==> src/rtl/irq_ctl_pkg.sv <==
package irq_ctl_pkg;

    localparam int DEF_GROUPS   = 5;
    localparam int DEF_GROUP_W  = 4;
    localparam int DEF_PINS     = 4;
    localparam int BUS_ADDR_W   = 4;
    localparam int WDOG_SRC     = 0;
    localparam int EXT_SRC      = 2;

    localparam logic [BUS_ADDR_W-1:0] MASTER_ADDR = 4'hF;

    typedef enum logic [1:0] {
        SEL_REQ,
        SEL_EN,
        SEL_MASTER,
        SEL_NONE
    } bus_sel_e;

    typedef struct packed {
        bus_sel_e   sel;
        logic [2:0] grp;
    } bus_dec_t;

    // Address bit 3 picks the request or enable bank, bits 2:0 the group.
    function automatic bus_dec_t decode_addr(logic [BUS_ADDR_W-1:0] a, int groups);
        bus_dec_t d;
        d.grp = a[2:0];
        if (a == MASTER_ADDR)
            d.sel = SEL_MASTER;
        else if (int'(a[2:0]) >= groups)
            d.sel = SEL_NONE;
        else if (a[3])
            d.sel = SEL_EN;
        else
            d.sel = SEL_REQ;
        return d;
    endfunction

endpackage

==> src/rtl/irq_ext_edge.sv <==
module irq_ext_edge
    import irq_ctl_pkg::*;
#(
    parameter int PINS = DEF_PINS
) (
    input  logic            clk,
    input  logic            rst,
    input  logic [PINS-1:0] pins,
    output logic            evt
);
    logic any_now;
    logic any_q;

    assign any_now = |pins;

    always_ff @(posedge clk) begin
        if (rst) any_q <= 1'b0;
        else     any_q <= any_now;
    end

    assign evt = any_now & ~any_q;

    // a held pin group produces one event, never two back to back
    a_r6_single_edge: assert property (@(posedge clk) disable iff (rst)
        evt |=> !evt);

endmodule

==> src/rtl/irq_req_regs.sv <==
module irq_req_regs
    import irq_ctl_pkg::*;
#(
    parameter  int GROUPS  = DEF_GROUPS,
    parameter  int GROUP_W = DEF_GROUP_W,
    localparam int NSRC    = GROUPS * GROUP_W
) (
    input  logic                  clk,
    input  logic                  rst,
    input  logic [NSRC-1:0]       hw_set,
    input  logic [NSRC-1:0]       ack_clr,
    input  logic                  bus_we,
    input  logic [BUS_ADDR_W-1:0] bus_addr,
    input  logic [GROUP_W-1:0]    bus_wdata,
    output logic [GROUP_W-1:0]    bus_rdata,
    output logic [NSRC-1:0]       req_q,
    output logic [NSRC-1:0]       en_q,
    output logic                  master_q
);
    bus_dec_t        dec;
    logic [NSRC-1:0] sw_set;
    logic [NSRC-1:0] sw_clr;
    logic [NSRC-1:0] req_d;

    assign dec = decode_addr(bus_addr, GROUPS);

    for (genvar g = 0; g < GROUPS; g++) begin : g_grp
        logic               hit_req;
        logic               hit_en;
        logic [GROUP_W-1:0] en_r;

        assign hit_req = bus_we && (dec.sel == SEL_REQ) && (dec.grp == 3'(g));
        assign hit_en  = bus_we && (dec.sel == SEL_EN)  && (dec.grp == 3'(g));

        assign sw_set[g*GROUP_W +: GROUP_W] = hit_req ?  bus_wdata : '0;
        assign sw_clr[g*GROUP_W +: GROUP_W] = hit_req ? ~bus_wdata : '0;

        always_ff @(posedge clk) begin
            if (rst)         en_r <= '0;
            else if (hit_en) en_r <= bus_wdata;
        end

        assign en_q[g*GROUP_W +: GROUP_W] = en_r;
    end

    // Sets of either kind dominate both kinds of clear.
    assign req_d = hw_set | sw_set | (req_q & ~sw_clr & ~ack_clr);

    always_ff @(posedge clk) begin
        if (rst) req_q <= '0;
        else     req_q <= req_d;
    end

    always_ff @(posedge clk) begin
        if (rst)
            master_q <= 1'b0;
        else if (bus_we && dec.sel == SEL_MASTER)
            master_q <= bus_wdata[0];
    end

    always_comb begin
        unique case (dec.sel)
            SEL_REQ:    bus_rdata = req_q[int'(dec.grp)*GROUP_W +: GROUP_W];
            SEL_EN:     bus_rdata = en_q[int'(dec.grp)*GROUP_W +: GROUP_W];
            SEL_MASTER: bus_rdata = GROUP_W'(master_q);
            default:    bus_rdata = '0;
        endcase
    end

    // reset empties every register
    a_r1_reset_clear: assert property (@(posedge clk)
        rst |=> (req_q == '0 && en_q == '0 && !master_q));

    // a hardware strobe is visible in its flag one edge later
    a_r2_hw_sets: assert property (@(posedge clk) disable iff (rst)
        (hw_set != '0) |=> ((req_q & $past(hw_set)) == $past(hw_set)));

    // an uncontested acknowledge removes its flag
    a_r8_ack_clears: assert property (@(posedge clk) disable iff (rst)
        ((ack_clr & ~hw_set & ~sw_set) != '0)
        |=> ((req_q & $past(ack_clr & ~hw_set & ~sw_set)) == '0));

    // a colliding hardware set survives any clear
    a_r9_set_wins: assert property (@(posedge clk) disable iff (rst)
        ((hw_set & (sw_clr | ack_clr)) != '0)
        |=> ((req_q & $past(hw_set & (sw_clr | ack_clr)))
             == $past(hw_set & (sw_clr | ack_clr))));

endmodule

==> src/rtl/irq_pick.sv <==
module irq_pick
    import irq_ctl_pkg::*;
#(
    parameter  int GROUPS  = DEF_GROUPS,
    parameter  int GROUP_W = DEF_GROUP_W,
    localparam int NSRC    = GROUPS * GROUP_W,
    localparam int SRC_W   = $clog2(NSRC)
) (
    input  logic             clk,
    input  logic             rst,
    input  logic [NSRC-1:0]  req,
    input  logic [NSRC-1:0]  en,
    input  logic             master,
    output logic             pending,
    output logic [SRC_W-1:0] src
);
    logic [NSRC-1:0] elig;

    always_comb begin
        elig           = req & en & {NSRC{master}};
        elig[WDOG_SRC] = req[WDOG_SRC];
    end

    // Later assignments override earlier ones: walk from the weakest
    // candidate to the strongest, then let the watchdog override all.
    always_comb begin
        pending = 1'b0;
        src     = '0;
        for (int g = GROUPS - 1; g >= 0; g--) begin
            for (int b = 0; b < GROUP_W; b++) begin
                if (elig[g*GROUP_W + b]) begin
                    pending = 1'b1;
                    src     = SRC_W'(g*GROUP_W + b);
                end
            end
        end
        if (elig[WDOG_SRC]) begin
            pending = 1'b1;
            src     = SRC_W'(WDOG_SRC);
        end
    end

    // the watchdog flag owns the output regardless of masks
    a_r4_wdog_first: assert property (@(posedge clk) disable iff (rst)
        req[WDOG_SRC] |-> (pending && src == SRC_W'(WDOG_SRC)));

    // with the master off only the watchdog may raise the line
    a_r3_masked_quiet: assert property (@(posedge clk) disable iff (rst)
        (!master && !req[WDOG_SRC]) |-> !pending);

    // the selected source really carries a request
    a_r7_pick_flagged: assert property (@(posedge clk) disable iff (rst)
        pending |-> (((req >> src) & NSRC'(1)) != '0));

    // no source number without a pending request
    a_r7_idle_zero: assert property (@(posedge clk) disable iff (rst)
        !pending |-> (src == '0));

endmodule

==> src/rtl/irq_request_ctrl.sv <==
module irq_request_ctrl
    import irq_ctl_pkg::*;
#(
    parameter  int GROUPS  = DEF_GROUPS,
    parameter  int GROUP_W = DEF_GROUP_W,
    parameter  int PINS    = DEF_PINS,
    localparam int NSRC    = GROUPS * GROUP_W,
    localparam int SRC_W   = $clog2(NSRC)
) (
    input  logic                  clk,
    input  logic                  rst,
    input  logic [NSRC-1:0]       hw_req,
    input  logic [PINS-1:0]       ext_pins,
    input  logic                  bus_we,
    input  logic [BUS_ADDR_W-1:0] bus_addr,
    input  logic [GROUP_W-1:0]    bus_wdata,
    output logic [GROUP_W-1:0]    bus_rdata,
    input  logic                  irq_ack,
    output logic                  irq_pending,
    output logic [SRC_W-1:0]      irq_src
);
    logic            ext_evt;
    logic [NSRC-1:0] hw_set;
    logic [NSRC-1:0] ack_clr;
    logic [NSRC-1:0] req_q;
    logic [NSRC-1:0] en_q;
    logic            master_q;

    irq_ext_edge #(.PINS(PINS)) u_edge (
        .clk  (clk),
        .rst  (rst),
        .pins (ext_pins),
        .evt  (ext_evt)
    );

    assign hw_set  = hw_req | (NSRC'(ext_evt) << EXT_SRC);
    assign ack_clr = (irq_ack && irq_pending) ? (NSRC'(1) << irq_src) : '0;

    irq_req_regs #(.GROUPS(GROUPS), .GROUP_W(GROUP_W)) u_regs (
        .clk       (clk),
        .rst       (rst),
        .hw_set    (hw_set),
        .ack_clr   (ack_clr),
        .bus_we    (bus_we),
        .bus_addr  (bus_addr),
        .bus_wdata (bus_wdata),
        .bus_rdata (bus_rdata),
        .req_q     (req_q),
        .en_q      (en_q),
        .master_q  (master_q)
    );

    irq_pick #(.GROUPS(GROUPS), .GROUP_W(GROUP_W)) u_pick (
        .clk     (clk),
        .rst     (rst),
        .req     (req_q),
        .en      (en_q),
        .master  (master_q),
        .pending (irq_pending),
        .src     (irq_src)
    );

endmodule

==> config.mk <==
export PLATFORM = sky130hd
export DESIGN_NAME = irq_request_ctrl
export DESIGN_NICKNAME = d
export VERILOG_FILES = /design/src/rtl/irq_ctl_pkg.sv /design/src/rtl/irq_ext_edge.sv /design/src/rtl/irq_req_regs.sv /design/src/rtl/irq_pick.sv /design/src/rtl/irq_request_ctrl.sv
export SDC_FILE = /design/constraint.sdc
export NUM_CORES = 1
export LEC_CHECK = 0
export ABC_CLOCK_PERIOD_IN_PS = 2500
export CAP_MARGIN = 15
export CORE_UTILIZATION = 41
export CTS_CLUSTER_DIAMETER = 100
export CTS_CLUSTER_SIZE = 40
export DETAILED_ROUTE_END_ITERATION = 10
export PLACE_DENSITY = 0.66
export SLEW_MARGIN = 10
export SYNTH_ARGS = -nofsm -noshare
export SYNTH_HDL_FRONTEND = slang
export SYNTH_SLANG_ARGS = --single-unit
==> constraint.sdc <==
create_clock -name clk -period 2.5 [get_ports clk]
set_clock_uncertainty 0.15 [all_clocks]
set_input_delay 0.5 -clock clk [delete_from_list [all_inputs] [get_ports clk]]
set_output_delay 0.5 -clock clk [all_outputs]
set_load 0.05 [all_outputs]
==> impl_metrics.env <==
export IMPL_syn_inst=325
export IMPL_ir_worst_vdd_mv=0.252
export IMPL_drive_above_1_share=0.274
export IMPL_track_usage=0.281
export IMPL_p_total_w=0.00180
export IMPL_rsz0062_at_grt="true"
export IMPL_startpoint_type="register"
export IMPL_path_cells="and3_4 > a41o_1 > and2_1 > a311o_2 > inv_4 > buf_12"
export IMPL_synth_yosys_seq_area_share=0.326
export IMPL_cp_max_fo=8
export IMPL_numClockSinks=42
export IMPL_endpoint_kind="primary output"
export IMPL_grt_pass1_wl_um=13700
export IMPL_synth_fp_nets=361
export IMPL_hold_viol=0
export IMPL_vias=2856
export IMPL_fin_crit_ps=2490
export IMPL_syn_to_final_growth_pct=45.6
export IMPL_port_buffers=45
export IMPL_fp_dieArea_um2=6600
export IMPL_wl_met1_um=3960
export IMPL_wirelength_um=8740
export IMPL_slowest_stage="a311o_2"
export IMPL_cellLeakagePower_nw=1.47
export IMPL_final_cell_mix="nor2_1, buf_4, nand2_1"
export IMPL_grt_overflow_total=0
export IMPL_hold_class="register to register"
export IMPL_gp_congestion=0.961
export IMPL_grt_max_degree=49
export IMPL_crit_type="register to primary output"
export IMPL_nets=436
export IMPL_critPathTopFamily="compound AO/OA/AOI/OAI gates"
export IMPL_synth_cell_type_count=50
export IMPL_async_reset_ff_frac=0
export IMPL_clock_path_buffers=2
export IMPL_cp_num_buf_inv=2
export IMPL_wl_per_cell_um=18.4
export IMPL_syn_area_per_cell_um2=7.93
export IMPL_clkSlewWorstSetupHoldPaths_ps=80
export IMPL_synth_seq_cells=42
export IMPL_fillers=521
export IMPL_ctsRootBufferMaster="clkbuf_8"
export IMPL_multi_input_area_um2=1770
export IMPL_drt_first_pass_iters=5
export IMPL_maxSlewViolCount=0
export IMPL_routed_top_layer="met4"
export IMPL_synth_edf_count=0
export IMPL_synth_area_um2=2580
export IMPL_max_stage_delay_ps=400
export IMPL_wl_met3_um=690
export IMPL_clk_latency_ps=300
export IMPL_fin_crit_sh=0.997
export IMPL_ios=46
export IMPL_route_met2_wl_um=3870
export IMPL_cts_buffers=5
export IMPL_die_height_um=81.3
export IMPL_arrival_ps=1840
export IMPL_via_per_inst=6.00
export IMPL_n_antenna_cell=0
export IMPL_slew_headroom=0.641
export IMPL_first_iter_violations=243
export IMPL_initial_core_util=0.430
export IMPL_drcViolationCount=0
export IMPL_layout_commonest_cell="nor2_1"
export IMPL_fmax_ghz=0.401
export IMPL_antenna_found_initial=0
export IMPL_cts_hold_buffers_added=0
export IMPL_synth_flop_cell="dfxtp_1"
export IMPL_detail_route_antenna_nets=0
export IMPL_worst_pin_slew_ps=537
export IMPL_status="complete, no violations"
export IMPL_grt_pass1_vias=2655
export IMPL_yosys_warnings=0
export IMPL_finalSetupViolations=0
export IMPL_h_tree_depth=2
export IMPL_crit_required_ps=1850
export IMPL_fp_row_count=28
export IMPL_core_um2=5990
export IMPL_drv_cap=0
export IMPL_seq_area_um2=858
export IMPL_fp_dieW_um=81.3
export IMPL_dpl_hpwl_um=6440
export IMPL_whs_ps=363
export IMPL_cts_tree="yes"
export IMPL_power_density_nw_per_um2=479
stage by stage:
step                utilization  setup slack (ps)  instance area [µm²]  cells  setup TNS [ps]
floorplan                     -              41.2                 2610    325               0
global placement          0.579              -284                 3470    464           -2040
detailed placement        0.579              -309                 3470    464           -2220
CTS                       0.614              6.51                 3680    474               0
global route              0.626             -56.6                 3750    476            -121
finish                    0.626              6.81                 3750    476               0
synthesized netlist by cell type, drive strengths merged (5+ instances only):
master	n	share of area
o22a	5	0.017
dfxtp	42	0.33
and3	10	0.026
a211oi	9	0.028
o22ai	9	0.022
a21oi	26	0.051
buf	10	0.017
clkbuf	10	0.015
nand3	14	0.027
nand2	35	0.052
nor2	50	0.073
a31o	5	0.017
a22o	6	0.020
nand3b	5	0.015
o21ai	14	0.027
mux2i	25	0.097
power breakdown:
| part | total [W] | switching, W | internal (W) |
|---|---|---|---|
| logic | 0.000369 | 0.000183 | 0.000187 |
| clock network | 0.000671 | 0.000245 | 0.000426 |
| registers | 0.000755 | 0.0000459 | 0.000709 |
| total | 0.00180 | 0.000473 | 0.00132 |
kinds of logic (layout without fill, tap and decap cells):
family                 after synthesis  count (layout)  synth area share
AND/OR/NAND/NOR                    143             143             0.273
AO/OA/AOI/OAI                       90              90             0.234
flip-flops                          42              42             0.326
multiplexers                        29              29             0.132
buffers and inverters               21              97            0.0340
timing repair:
item,CTS,global route
gates resized for setup,26,27
pin swaps,8,16
cloned,0,0
setup buffers,2,2
endpoints found under the setup margin,10,10
metal layers:
metal / global-route usage / up-vias
li1: - / 1362
met1: 0.389 / 1312
met2: 0.435 / 156
met3: 0.0528 / 26
met4: 0.0929 / 0
met5: 0 / -
layout make-up:
class | count | share of cell area
clock buffers | 6 | 0.0220
clock inverters | 2 | 0.0160
inverters | 1 | 0.00167
multi-input cells | 262 | 0.471
flip-flops and latches | 42 | 0.229
well taps | 75 | 0.0250
repair buffers | 88 | 0.236
final timing paths:
| check | start | slack [ps] | depth (start not counted) | to |
|---|---|---|---|---|
| max | u_regs.master_q | 7 | 6 | irq_src[1] |
| min | u_regs.req_q[3] | 360 | 2 | u_regs.req_q[3] |
| min reg2reg | u_regs.req_q[3] | 360 | 2 | u_regs.req_q[3] |
| max reg2reg | u_regs.master_q | 300 | 7 | u_regs.req_q[3] |
flip-flops by register name, summed over array words and instances (netlist names):
name / cells
u_edge.any_q: 1
u_regs.req_q: 20
u_regs.master_q: 1
u_regs.g_grp.en_r: 20
worst register-to-register path, delay by kind of cell (launching register included):
kind / cells / cell delay (ps)
buffers and inverters: 1 / 160
AOI/OAI and AO/OA: 3 / 720
DFF: 1 / 390
and+or+nand+nor: 3 / 650
Power figures use the tool's default switching activity.
